**config.mk**
```make
export PLATFORM = sky130hd
export DESIGN_NAME = sgdma_engine
export DESIGN_NICKNAME = d
export VERILOG_FILES = /design/src/rtl/sgdma_pkg.sv /design/src/rtl/sgdma_rr.sv /design/src/rtl/sgdma_fetch.sv /design/src/rtl/sgdma_engine.sv
export SDC_FILE = /design/constraint.sdc
export NUM_CORES = 1
export LEC_CHECK = 0
export ABC_AREA = 1
export BUFFER_PORTS_ARGS = -buffer_cell sky130_fd_sc_hd__buf_2
export CAP_MARGIN = 40
export CORE_MARGIN = 2
export CORE_UTILIZATION = 40
export DETAILED_ROUTE_END_ITERATION = 10
export HOLD_SLACK_MARGIN = 0.02
export PLACE_DENSITY_LB_ADDON = 0.1
export SLEW_MARGIN = 20
export SYNTH_ARGS = -nofsm -noshare
export SYNTH_HDL_FRONTEND = slang
export SYNTH_HIERARCHICAL = 1
export SYNTH_SLANG_ARGS = --single-unit
```
**constraint.sdc**
```tcl
create_clock -name clk -period 9.8 [get_ports clk]
set_input_delay 0 -clock clk [delete_from_list [all_inputs] [get_ports clk]]
set_output_delay 0 -clock clk [all_outputs]
set_load 0.03 [all_outputs]
```
**src/rtl/sgdma_pkg.sv**
```systemverilog
package sgdma_pkg;
  localparam int ADDR_W = 32;
  localparam int DATA_W = 32;
  localparam int CNT_W  = 16;
  localparam int NFIELD = 5;
  localparam int LINK_OFS = 4;

  typedef struct packed {
    logic [ADDR_W-1:0] src;
    logic [ADDR_W-1:0] dst;
    logic [CNT_W-1:0]  cnt;
    logic              ien;
  } desc_t;
endpackage

```
**src/rtl/sgdma_rr.sv**
```systemverilog
module sgdma_rr #(
  parameter int NCH = 4
) (
  input  logic                   clk,
  input  logic                   rst,
  input  logic                   adv,
  output logic [$clog2(NCH)-1:0] ptr
);
  localparam int CHW = $clog2(NCH);

  always_ff @(posedge clk) begin
    if (rst) ptr <= '0;
    else if (adv) ptr <= (ptr == CHW'(NCH - 1)) ? '0 : ptr + 1'b1;
  end
endmodule

```
**src/rtl/sgdma_fetch.sv**
```systemverilog
module sgdma_fetch
  import sgdma_pkg::*;
#(
  parameter int PW = 16
) (
  input  logic              clk,
  input  logic              rst,
  input  logic              start,
  input  logic [PW-1:0]     base,
  input  logic              snoop_we,
  input  logic [PW-1:0]     snoop_addr,
  input  logic [PW-1:0]     snoop_data,
  output logic              rd_en,
  output logic [PW-1:0]     rd_addr,
  input  logic [DATA_W-1:0] rd_data,
  output logic              busy,
  output logic              done,
  output desc_t             desc,
  output logic [PW-1:0]     link
);
  logic [2:0]        nissue, ncap;
  logic              dv, ovr;
  logic [PW-1:0]     base_q, ovr_val, cur_base;
  logic [DATA_W-1:0] fld [NFIELD-1];
  logic              snoop_hit;

  // a tail patch aimed at the descriptor in flight replaces its link
  assign cur_base  = start ? base : base_q;
  assign snoop_hit = (busy || start) && snoop_we && (snoop_addr == cur_base);
  assign done      = busy && dv && (ncap == 3'(NFIELD - 1));
  assign link      = snoop_hit ? snoop_data : (ovr ? ovr_val : rd_data[PW-1:0]);

  assign desc.src = fld[0][ADDR_W-1:0];
  assign desc.dst = fld[1][ADDR_W-1:0];
  assign desc.cnt = fld[2][CNT_W-1:0];
  assign desc.ien = fld[3][0];

  always_ff @(posedge clk) begin
    if (rst) begin
      busy    <= 1'b0;
      rd_en   <= 1'b0;
      rd_addr <= '0;
      dv      <= 1'b0;
      nissue  <= '0;
      ncap    <= '0;
      ovr     <= 1'b0;
      ovr_val <= '0;
      base_q  <= '0;
      for (int i = 0; i < NFIELD - 1; i++) fld[i] <= '0;
    end else begin
      dv <= rd_en;
      if (start) begin
        busy    <= 1'b1;
        base_q  <= base;
        rd_en   <= 1'b1;
        rd_addr <= base;
        nissue  <= 3'd1;
        ncap    <= '0;
        ovr     <= snoop_hit;
        ovr_val <= snoop_data;
      end else if (busy) begin
        if (nissue < 3'(NFIELD)) begin
          rd_en   <= 1'b1;
          rd_addr <= rd_addr + 1'b1;
          nissue  <= nissue + 1'b1;
        end else begin
          rd_en <= 1'b0;
        end
        if (dv) begin
          if (ncap < 3'(NFIELD - 1)) fld[ncap[1:0]] <= rd_data;
          ncap <= ncap + 1'b1;
        end
        if (done) busy <= 1'b0;
        if (snoop_hit) begin
          ovr     <= 1'b1;
          ovr_val <= snoop_data;
        end
      end
    end
  end
endmodule

```
**src/rtl/sgdma_engine.sv**
```systemverilog
module sgdma_engine
  import sgdma_pkg::*;
#(
  parameter int NCH   = 4,
  parameter int PW    = 16,
  parameter int CW    = 4,
  parameter int BURST = 2048
) (
  input  logic                   clk,
  input  logic                   rst,
  input  logic                   app_valid,
  input  logic [$clog2(NCH)-1:0] app_chan,
  input  logic [PW-1:0]          app_desc,
  input  logic [PW-1:0]          app_last,
  input  logic                   cfg_valid,
  input  logic [$clog2(NCH)-1:0] cfg_chan,
  input  logic [CW-1:0]          cfg_fail,
  input  logic [CW-1:0]          cfg_miss,
  output logic                   mem_rd_en,
  output logic [PW-1:0]          mem_rd_addr,
  input  logic [DATA_W-1:0]      mem_rd_data,
  output logic                   mem_wr_en,
  output logic [PW-1:0]          mem_wr_addr,
  output logic [DATA_W-1:0]      mem_wr_data,
  output logic                   bst_valid,
  output logic [$clog2(NCH)-1:0] bst_chan,
  output logic [ADDR_W-1:0]      bst_src,
  output logic [ADDR_W-1:0]      bst_dst,
  output logic [CNT_W-1:0]       bst_len,
  output logic [NCH-1:0]         done_irq,
  output logic [NCH-1:0]         err_irq,
  output logic [NCH-1:0]         run_o
);
  localparam int CHW = $clog2(NCH);
  localparam logic [CNT_W-1:0] CAP = CNT_W'(BURST);

  // per-channel working registers
  logic [ADDR_W-1:0] src_r  [NCH];
  logic [ADDR_W-1:0] dst_r  [NCH];
  logic [CNT_W-1:0]  cnt_r  [NCH];
  logic [PW-1:0]     nxt_r  [NCH];
  logic [CW-1:0]     fail_r [NCH];
  logic [CW-1:0]     miss_r [NCH];
  logic [NCH-1:0]    ien_r, ld_r;
  logic [CHW-1:0]    fchan;

  logic [CHW-1:0] vp;
  logic           fbusy, fdone, fstart, adv;
  desc_t          fdesc;
  logic [PW-1:0]  flink;

  logic visit, v_run, v_expire, v_norm, v_zero, v_burst, v_need, v_fetch, v_end;
  logic app_here, snoop_we;
  logic [CNT_W-1:0] step;

  always_comb begin
    visit    = !fbusy;
    v_run    = visit && run_o[vp];
    v_expire = v_run && (fail_r[vp] == CW'(1));
    v_norm   = v_run && !v_expire;
    v_zero   = v_norm && ld_r[vp] && (cnt_r[vp] == '0);
    v_burst  = v_norm && ld_r[vp] && (cnt_r[vp] != '0);
    v_need   = v_norm && (!ld_r[vp] || (cnt_r[vp] == '0));
    v_fetch  = v_need && (nxt_r[vp] != '0);
    v_end    = v_need && (nxt_r[vp] == '0);
    app_here = app_valid && (app_chan == vp);
    step     = (cnt_r[vp] > CAP) ? CAP : cnt_r[vp];
  end

  assign fstart   = v_fetch;
  assign adv      = (visit && !v_fetch) || fdone;
  assign snoop_we = app_valid && run_o[app_chan] && (nxt_r[app_chan] != '0);

  sgdma_rr #(.NCH(NCH)) rr_i (.clk(clk), .rst(rst), .adv(adv), .ptr(vp));

  sgdma_fetch #(.PW(PW)) fetch_i (
    .clk(clk), .rst(rst), .start(fstart), .base(nxt_r[vp]),
    .snoop_we(snoop_we), .snoop_addr(app_last), .snoop_data(app_desc),
    .rd_en(mem_rd_en), .rd_addr(mem_rd_addr), .rd_data(mem_rd_data),
    .busy(fbusy), .done(fdone), .desc(fdesc), .link(flink)
  );

  always_ff @(posedge clk) begin
    if (rst) begin
      run_o <= '0; ld_r <= '0; ien_r <= '0; fchan <= '0;
      done_irq <= '0; err_irq <= '0; bst_valid <= 1'b0; mem_wr_en <= 1'b0;
      bst_chan <= '0; bst_src <= '0; bst_dst <= '0; bst_len <= '0;
      mem_wr_addr <= '0; mem_wr_data <= '0;
      for (int c = 0; c < NCH; c++) begin
        src_r[c] <= '0; dst_r[c] <= '0; cnt_r[c] <= '0;
        nxt_r[c] <= '0; fail_r[c] <= '0; miss_r[c] <= '0;
      end
    end else begin
      done_irq  <= '0;
      err_irq   <= '0;
      bst_valid <= 1'b0;
      mem_wr_en <= 1'b0;
      // visit of the rotating channel
      if (v_run) begin
        if (fail_r[vp] != '0) fail_r[vp] <= fail_r[vp] - 1'b1;
        if (v_expire) begin
          run_o[vp]   <= 1'b0;
          err_irq[vp] <= 1'b1;
        end
        if (v_burst) begin
          bst_valid <= 1'b1;
          bst_chan  <= vp;
          bst_src   <= src_r[vp];
          bst_dst   <= dst_r[vp];
          bst_len   <= step;
          cnt_r[vp] <= cnt_r[vp] - step;
          src_r[vp] <= src_r[vp] + ADDR_W'(step);
          dst_r[vp] <= dst_r[vp] + ADDR_W'(step);
        end
        if (v_zero) begin
          ld_r[vp] <= 1'b0;
          if (ien_r[vp]) begin
            if (miss_r[vp] != '0) miss_r[vp] <= miss_r[vp] - 1'b1;
            else done_irq[vp] <= 1'b1;
          end
        end
        if (v_fetch) fchan <= vp;
        if (v_end && !app_here) run_o[vp] <= 1'b0;
      end
      // fetched descriptor lands in the working registers
      if (fdone) begin
        src_r[fchan] <= fdesc.src;
        dst_r[fchan] <= fdesc.dst;
        cnt_r[fchan] <= fdesc.cnt;
        ien_r[fchan] <= fdesc.ien;
        nxt_r[fchan] <= flink;
        ld_r[fchan]  <= 1'b1;
      end
      // host append: start, pending link or tail patch
      if (app_valid) begin
        if (!run_o[app_chan]) begin
          nxt_r[app_chan] <= app_desc;
          run_o[app_chan] <= 1'b1;
          ld_r[app_chan]  <= 1'b0;
        end else if (nxt_r[app_chan] == '0) begin
          nxt_r[app_chan] <= app_desc;
        end else begin
          mem_wr_en   <= 1'b1;
          mem_wr_addr <= app_last + PW'(LINK_OFS);
          mem_wr_data <= DATA_W'(app_desc);
        end
      end
      if (cfg_valid && !run_o[cfg_chan]) begin
        fail_r[cfg_chan] <= cfg_fail;
        miss_r[cfg_chan] <= cfg_miss;
      end
    end
  end
endmodule

```
Word-level counts from Yosys, hierarchy flattened
Memory sizes are Yosys's and may differ from the RTL's. A register that Yosys moved wholly into a read port is not among the register bits.
Index checks and enable logic that the tools add are counted.

word-level totals
  register bits = 198
  bits in latches = 0
  bits in writable memories = 544
  bits in read-only memories = 0
  input bits = 80
  output and inout port bits = 161
  word-level logic and storage cells = 284
  memories kept = 7

memories
  name             words  width  rd ports  clocked after memory_dff  write ports  RTL line            text
  dst_r            4      32     1         1                         4            sgdma_engine.sv:39  logic [ADDR_W-1:0] dst_r [NCH];
  fetch_i.fld      4      32     4         0                         4            sgdma_fetch.sv:24   logic [DATA_W-1:0] fld [NFIELD-1];
  src_r            4      32     1         1                         4            sgdma_engine.sv:38  logic [ADDR_W-1:0] src_r [NCH];
  cnt_r            4      16     1         1                         4            sgdma_engine.sv:40  logic [CNT_W-1:0] cnt_r [NCH];
  nxt_r            4      16     2         1                         4            sgdma_engine.sv:41  logic [PW-1:0] nxt_r [NCH];
  fail_r           4      4      1         1                         4            sgdma_engine.sv:42  logic [CW-1:0] fail_r [NCH];
  1 more memories  -      -      -         -                         -            -

operators by class
  add/subtract/negate cells = 10
  multipliers = 0
  divide/modulo/power cells = 0
  magnitude comparators = 10
  equality and inequality tests = 5
  shifts and indexed selects = 0
  multiplexer cells = 145
  bitwise gates (word level) = 16
  reductions and logical operators = 66

operators by type and width
  cell                                                              number
  two-way mux 16 bit                                                15
  two-way mux 32 bit                                                5
  OR reduction 32 bit                                               5
  two-way mux 4 bit                                                 19
  two-way mux 1 bit                                                 71
  adder 32 x 16 -> 32 bit                                           2
  OR reduction 16 bit                                               4
  two-way mux 2 bit                                                 26
  zero test 16 bit                                                  3
  nonzero test 16 bit                                               3
  logical AND 1 bit                                                 22
  adder 16 x 1 -> 16 bit (second input constant)                    1
  adder 16 x 3 -> 16 bit (second input constant)                    1
  AND 4 bit                                                         4
  equality test 16 bit                                              1
  greater-than comparator 16 x 12 -> 1 bit (second input constant)  1
  OR reduction 4 bit                                                4
  subtractor 16 bit                                                 1
  less-than comparator 2 x 3 -> 1 bit (second input constant)       4
  AND reduction 2 bit                                               6
  binary-select mux 1 bit (select 2 bit)                            5
  NOT 4 bit                                                         2
  bitwise OR 4 bit                                                  2
  nonzero test 4 bit                                                2
  20 further kinds                                                  43

Longest topological paths before layout
Gate-level depths: netlist (run 1).

  word-level depth = 17
  depth in mapped cells = 34

Modules after synthesis
Netlist (run 1), hierarchy kept.

modules (own cells, without submodules)
  module        instances  cells each  area an instance (µm²)  sequential area each (µm²)
  sgdma_engine  1          3235        28348.4                 15254.6
  sgdma_fetch   1          724         6219.7                  3593.4
  sgdma_rr      1          14          100.1                   40.0

Worst setup path before layout (run 1)
Ideal clock, no wire load.

  path kind = flip-flop to flip-flop
  start = register rr_i.ptr[0]
  end = memory cnt_r[3][0] (enable)
  library setup time = 629 ps
  arrival time = 8249 ps
  data required time = 9171 ps
  path slack = 923 ps
  stages on the path, launching flop included = 18
  path through = dfxtp_1 -> buf_4 -> buf_6 -> nor2_8 -> buf_4 -> buf_4 -> buf_4 -> a22o_1 -> a221oi_2 -> inv_1 -> ha_1 -> nand3_1 -> nand2_2 -> nor2_2 -> nand2_2 -> buf_6 -> buf_2 -> o21ai_0

RTL lines
  element                 RTL line            text
  from (decl)             sgdma_rr.sv:7       output logic [$clog2(NCH)-1:0] ptr
  from (signal assigned)  sgdma_rr.sv:13      else if (adv) ptr <= (ptr == CHW'(NCH - 1)) ? '0 : ptr + 1'b1;
  to (decl)               sgdma_engine.sv:40

==> flow_metrics.tcl, run 1 <==
set metrics [dict create \
    status "finished, final reports clean" \
    stdcell_count 5464 \
    grt_pass1_wl_um 186400 \
    slew_headroom 0.3853 \
    synth_area_per_cell_um2 8.726 \
    viasPerCell 5.512 \
    gp_congestion 0.8884 \
    p_per_area_nw_per_um2 230.6 \
    vias 30120 \
    fp-row-count 107 \
    cp_top_family "buffers and inverters" \
    routed_wl_um 126000 \
    post-cts-setup-buffers 0 \
    slew_viol_final 0 \
    die_area_um2 89040 \
    r2r_setup_slack_ns 3.62 \
    synth_area_leaders "edfxtp_1, dfxtp_1, nand2_1" \
    grtUsageTotal 0.2761 \
    chipWidth_um 298.4 \
    fin_worst_skew_ns 0.03978 \
    place_hpwl_um 82050 \
    cts_buffer_depth 3 \
    drc 0 \
    slowest_delay_ns 0.70 \
    io_buffers 224 \
    antennaDiodeCount 0 \
    dr.pass1.iters 6 \
    synth_seq_area_share 0.5448 \
    final_area_um2 40680 \
    sw_frac_of_total 0.3634 \
    cts_buffers 82 \
    syn_inst 3973 \
    root_buffer "clkbuf_16" \
    path_buf_inv 6 \
    htree_levels 3 \
    yosys.cell_types.count 57 \
    netlist_area_um2 34670 \
    crit_top_cell "buf_4" \
    grt_pass1_vias 28900 \
    drv_cap 0 \
    clkTransAtPathRegs_ns 0.06 \
    pwr-share-seq 0.367 \
    synth_top_area_frac 0.4305 \
    min_period_ns 6.180 \
    fmax_ghz 0.1618 \
    nNetsFinal 4377 \
    hold_path.class "input port to flop" \
    drt_iter0_drc 2854 \
    max-vdd-ir-drop_mv 0.1391 \
    grt_start_max_net_pins 68 \
    totalNegativeSetupSlack_ns 0 \
    tightest_slew_ns 0.9221 \
    clk_latency_ns 0.63 \
    coreArea_um2 85550 \
    ant_nets 0 \
    post_dp_cell_area_um2 36970 \
    rsz0062_at_grt "false" \
    synth_edf_count 497 \
    power_switching_mw 3.410 \
    routedWlPerCell_um 23.07 \
    clock-sinks 695 \
    cts_tree "yes" \
    die_h_um 298.4 \
    yosysTopAreaCell "edfxtp_1" \
    synthArstFlopShare 0 \
    drive_above_1_share 0.1130 \
    startpoint_type "flop" \
    leakage_nw 17.11 \
    pre_cts_slack_ns 3.795 \
    syn2layout_area_growth_pct 17.35 \
    timing.final.crit_share 0.6306 \
    p_comb_frac 0.299 \
    cell_internal_pwr_mw 5.973 \
    synth_top_flop_cell "edfxtp_1" \
    worst_slack_ns 3.620 \
    fill_cells 8274 \
    hold_violations 0 \
    worstSetupPathType "flop to flop" \
    initial_core_util 0.4052 \
    critical_path.max_fanout 44 \
    final-setup-viol-count 0 \
    antenna_found_initial 2 \
    yosysWarnings 6 \
    ys_seq_elements 695 \
    cp.required_ns 10.23 \
    clkPwrFrac 0.333 \
    critPathCaptureType "flop" \
    ios 241 \
    crit_chain "buf_4 -> inv_2 -> nor2_8 -> a22o_1 -> a221oi_1 -> ha_1 -> nand3_1 -> nand2_2 -> nor2_2 -> nand2_2 -> buf_4 -> nor2_4 -> buf_4 -> nand2_1 -> a21oi_2 -> inv_2 -> buf_4 -> o22ai_1" \
    dp_cells 5216 \
    grt-ovfl-total 0 \
    crit_slowest_cell "nor2_8" \
    crit_arrival_ns 6.61 \
]
-- final cells by class --
cell class              count  area [um2]  area share
repair buffers            391        2780     0.06834
inverters                 415        1565     0.03847
clock buffers             128        2474     0.06080
clock inverters            23       262.8    0.006458
well taps                1144        1431     0.03518
flip-flops and latches    695       18890      0.4643
multi-input cells        2668       13280      0.3265
-- power by group through the flow --
stage               Combinational (mW)  Sequential, mW  Clock, mW
floorplan                         1.75            3.59          0
global placement                  2.70            3.51          0
detailed placement                2.72            3.51          0
CTS                               2.76            3.45       3.17
global route                      3.05            3.47       3.28
finish                            2.81            3.45       3.13
-- worst paths after layout --
path,startpoint,end,cells past startpoint
max,rr_i/ptr[0]$_SDFFE_PP0P_,src_r[0][13]$_DFFE_PP_,18
min,cfg_valid,miss_r[0][2]$_DFFE_PP_,7
max reg2reg,rr_i/ptr[0]$_SDFFE_PP0P_,src_r[0][13]$_DFFE_PP_,18
min reg2reg,bst_len[12]$_SDFFE_PP0P_,bst_len[12]$_SDFFE_PP0P_,2
-- cell families after synthesis --
group | Yosys count | synth area share
adder cells (fa/ha/maj) | 44 | 0.01631
other | 1 | 0.0001082
AO/OA/AOI/OAI | 856 | 0.1448
XOR/XNOR | 70 | 0.01768
flip-flops | 695 | 0.5448
buffers and inverters | 634 | 0.07695
AND/OR/NAND/NOR | 1673 | 0.1994
-- metal layers --
metal  wire, um  up-vias  track usage
li1           -    14160            -
met1      55450    14460       0.3850
met2      57450     1278       0.4410
met3       9763      218      0.04260
met4       3366        0      0.08794
met5          0        -            0
-- metrics by stage --
stage | hold slack (ns) | total power, mW | util
6_report | 0.1061 | 9.384 | 0.4756
5_1_grt | 0.1381 | 9.792 | 0.4756
4_1_cts | 0.06753 | 9.373 | 0.4751
3_5_place_dp | 0.3290 | 6.224 | 0.4322
3_3_place_gp | 0.3113 | 6.213 | 0.4287
2_1_floorplan | 0.1317 | 5.344 | -
-- what timing repair did --
item	in CTS	in global routing
hold buffers	93	0
resized for setup	0	0
hold endpoints to repair	236	0
-- sequential cells by signal, indices dropped and copies added (netlist names), 3 cells and up --
| signal | count |
|---|---|
| done_irq | 4 |
| bst_src | 32 |
| run_o | 4 |
| fetch_i/rd_addr | 16 |
| dst_r | 128 |
| mem_wr_data | 16 |
| ld_r | 4 |
| fail_r | 16 |
| fetch_i/base_q | 16 |
| mem_wr_addr | 16 |
| bst_len | 16 |
| miss_r | 16 |
| fetch_i/fld | 81 |
| fetch_i/ncap | 3 |
| err_irq | 4 |
| bst_dst | 32 |
| src_r | 128 |
| fetch_i/nissue | 3 |
| nxt_r | 64 |
| cnt_r | 64 |
| fetch_i/ovr_val | 16 |
| ien_r | 4 |
-- cell usage after synthesis, drive strengths merged, types with 2 or more instances --
library cell and count:
a211oi 5, a21boi 2, a21o 7, a21oi 166
a221oi 9, a22o 12, a22oi 67, a31oi 26
and2 5, buf 116, clkbuf 103, dfxtp 198
edfxtp 497, fa 2, ha 42, inv 414
nand2 875, nand3 209, nand3b 4, nand4 33
nor2 481, nor3 53, nor3b 3, nor4 8
o211ai 8, o21a 2, o21ai 290, o21bai 2
o221ai 5, o22ai 248, o31ai 4, or2 2
xnor2 35, xor2 35
-- worst min-delay path, cell delays in order --
cell and delay (ns):
buf_2 0.10, o211ai_1 0.07, inv_1 0.04, nand2_1 0.09, nor3_1 0.11, nand2_1 0.08
nand2_1 0.05
-- placed cells by master, fill, tap and decap left out, types with 89 or more instances in the layout --
master         netlist  routed
inv_1              396     393
clkbuf_16            0      89
a21oi_1            161     161
nand2_1            866     864
dfxtp_1            198     197
nor2_1             472     468
nand3_1            198     194
buf_2               58     229
o22ai_1            247     247
dlygate4sd3_1        0      93
o21ai_0            245     244
edfxtp_1           497     497
No activity file was read; power rests on OpenSTA's default activity.
==> run 2: changes to the inputs <==
--- a/config.mk
+++ b/config.mk
@@ -5,7 +5,7 @@
 export SDC_FILE = /design/constraint.sdc
 export NUM_CORES = 1
 export LEC_CHECK = 0
-export ABC_AREA = 1
+export ABC_AREA = 0
 export BUFFER_PORTS_ARGS = -buffer_cell sky130_fd_sc_hd__buf_2
 export CAP_MARGIN = 40
 export CORE_MARGIN = 2
==> constraint.sdc (replaced) <==
create_clock -name clk -period 5.6 [get_ports clk]
set_input_delay 0 -clock clk [delete_from_list [all_inputs] [get_ports clk]]
set_output_delay 0 -clock clk [all_outputs]
set_load 0.03 [all_outputs]
==> flow_metrics.tcl, run 2 <==
set metrics [dict create \
    status "finished, final reports clean" \
    grt_pass1_wl_um 168100 \
    fin_worst_skew_ns 0.02960 \
    cp.required_ns 5.96 \
    final-setup-viol-count 0 \
    root_buffer "clkbuf_16" \
    totalNegativeSetupSlack_ns 0 \
    fp-row-count 107 \
    synth_top_area_frac 0.4311 \
    drc 0 \
    ant_nets 0 \
    coreArea_um2 85410 \
    ios 241 \
    worst_slack_ns 0.2987 \
    drive_above_1_share 0.1871 \
    sw_frac_of_total 0.3385 \
    nNetsFinal 3504 \
    synth_area_per_cell_um2 11.22 \
    critical_path.max_fanout 32 \
    dp_cells 4351 \
    cts_tree "yes" \
    netlist_area_um2 34620 \
    gp_congestion 0.8708 \
    syn_inst 3085 \
    p_per_area_nw_per_um2 396.0 \
    mostFrequentLayoutCell "edfxtp_1" \
    stdcell_count 4593 \
    worstSetupPathType "flop to flop" \
    fmax_ghz 0.1886 \
    yosys.cell_types.count 83 \
    initial_core_util 0.4053 \
    slowest_delay_ns 0.64 \
    antenna_found_initial 9 \
    min_period_ns 5.301 \
    crit_top_cell "nand2_1" \
    drv_cap 0 \
    clk_latency_ns 0.64 \
    cts_buffers 81 \
    top_regs "dst_r: 128 flops, src_r: 128 flops, fetch_i/fld: 81 flops" \
    yosysWarnings 6 \
    power.total_mw 16.12 \
    hold_slack_ns 0.1968 \
    die_area_um2 88910 \
    vias 26500 \
    grt_pass1_vias 26380 \
    leakage_nw 14.77 \
    chipWidth_um 298.2 \
    routedWlPerCell_um 24.68 \
    post_dp_cell_area_um2 37220 \
    synth_area_leaders "edfxtp_1, dfxtp_1, mux4_2" \
    cell_internal_pwr_mw 10.67 \
    power_switching_mw 5.457 \
    slew_headroom 0.4171 \
    rsz0062_at_grt "false" \
    grt-ovfl-total 0 \
    htree_levels 3 \
    final_cell_mix "edfxtp_1, nand2_1, o21ai_0, buf_2, dfxtp_1" \
    synth_top_flop_cell "edfxtp_1" \
    slew_viol_final 0 \
    max-vdd-ir-drop_mv 0.2422 \
    fill_cells 7905 \
    routed_wl_um 113400 \
    timing.final.crit_share 0.9467 \
    pwr-share-seq 0.381 \
    hold_violations 0 \
    drt_iter0_drc 2192 \
    cts_buffer_depth 3 \
    clkPwrFrac 0.322 \
    p_comb_frac 0.297 \
    io_buffers 224 \
    synthTopCellsByCount "edfxtp_1, nand2_1, o21ai_0" \
    final_area_um2 40710 \
    crit_chain "mux4_2 -> nor4_4 -> nand2_2 -> or2_2 -> a211oi_4 -> buf_12 -> mux2i_1 -> a2bb2oi_2 -> nand3_1 -> or4_4 -> nor2_8 -> mux2_2 -> nand2_1 -> nor2_1 -> nand2_1 -> o21ai_0" \
    viasPerCell 5.770 \
    critPathCaptureType "flop" \
    place_hpwl_um 72500 \
    tightest_slew_ns 0.8743 \
    syn2layout_area_growth_pct 17.61 \
    pre_cts_slack_ns 0.3007 \
    synth_edf_count 497 \
    synth_seq_area_share 0.5456 \
    ys_seq_elements 695 \
    yosysTopAreaCell "edfxtp_1" \
    startpoint_type "flop" \
    fin_util 0.4767 \
    hold_path.class "input port to flop" \
    die_h_um 298.2 \
    clock-sinks 695 \
    dr.pass1.iters 7 \
    synth_most_common_cell "edfxtp_1" \
    crit_arrival_ns 5.67 \
    clkTransAtPathRegs_ns 0.06 \
    post_cts_resized 0 \
    crit_slowest_cell "dfxtp_4" \
    grt_start_max_net_pins 84 \
    grtUsageTotal 0.2502 \
    synthArstFlopShare 0 \
]
## run 2: changes by cell type in the layout (fill, tap and decap cells not counted), moves of 103 or more
cell     delta
nand3_1   -118
mux4_2    +103
nor2_1    -290
o22ai_1   -240
inv_1     -338
nand2_1   -386
a22o_1    +141
## run 2: critical path: cells and delay by family, from the launching register on
family          cells  cell delay (ns)
buf+inv             1             0.24
compound gates      3             0.53
flops               1             0.64
simple gates        9             2.20
mux                 3             1.40
## run 2: kinds of logic (layout without fill, tap and decap cells)
kind of cell | Yosys count | in the layout | synth area share
adder cells (fa/ha/maj) | 44 | 44 | 0.01634
flip-flops | 695 | 695 | 0.5456
buffers and inverters | 279 | 618 | 0.03672
other | 1 | 26 | 0.0001083
multiplexers | 185 | 185 | 0.09473
AO/OA/AOI/OAI | 738 | 738 | 0.1369
XOR/XNOR | 101 | 101 | 0.02555
AND/OR/NAND/NOR | 1042 | 1042 | 0.1440
## run 2: layer usage
metal	GRT usage	wire (um)	vias up
li1	-	-	12000
met1	0.3139	44580	13220
met2	0.4388	57490	1077
met3	0.03982	7876	214
met4	0.08256	3407	2
met5	0	13	-
## run 2: power by group through the flow
stage	clock [mW]	combinational (mW)	sequential [mW]
3_5_place_dp	0	4.70	6.26
6_report	5.18	4.79	6.15
3_3_place_gp	0	4.62	6.25
5_1_grt	5.50	5.17	6.20
4_1_cts	5.29	4.77	6.15
2_1_floorplan	0	3.25	6.27
## run 2: final timing paths
| check | from | end | slack [ns] | cells past startpoint |
|---|---|---|---|---|
| max | rr_i/ptr[0]$_SDFFE_PP0P_ | nxt_r[2][2]$_DFFE_PP_ | 0.30 | 16 |
| min | cfg_valid | miss_r[1][1]$_DFFE_PP_ | 0.20 | 7 |
| max reg2reg | rr_i/ptr[0]$_SDFFE_PP0P_ | nxt_r[2][2]$_DFFE_PP_ | 0.30 | 16 |
| min reg2reg | bst_src[15]$_SDFFE_PP0P_ | bst_src[15]$_SDFFE_PP0P_ | 0.45 | 2 |
## run 2: repair_timing
action / in CTS / in global routing
hold endpoints to repair: 258 / 0
hold buffers: 89 / 0
buffers inserted: 0 / 0
## run 2: cell type report
cell class	instances	area [um2]	share of cell area
inverters	56	210.2	0.005163
clock inverters	21	136.4	0.003350
diodes	1	2.502	0.00006146
repair buffers	411	2909	0.07145
multi-input cells	2135	14690	0.3608
flip-flops and latches	695	18900	0.4641
clock buffers	130	2439	0.05990
well taps	1144	1431	0.03516
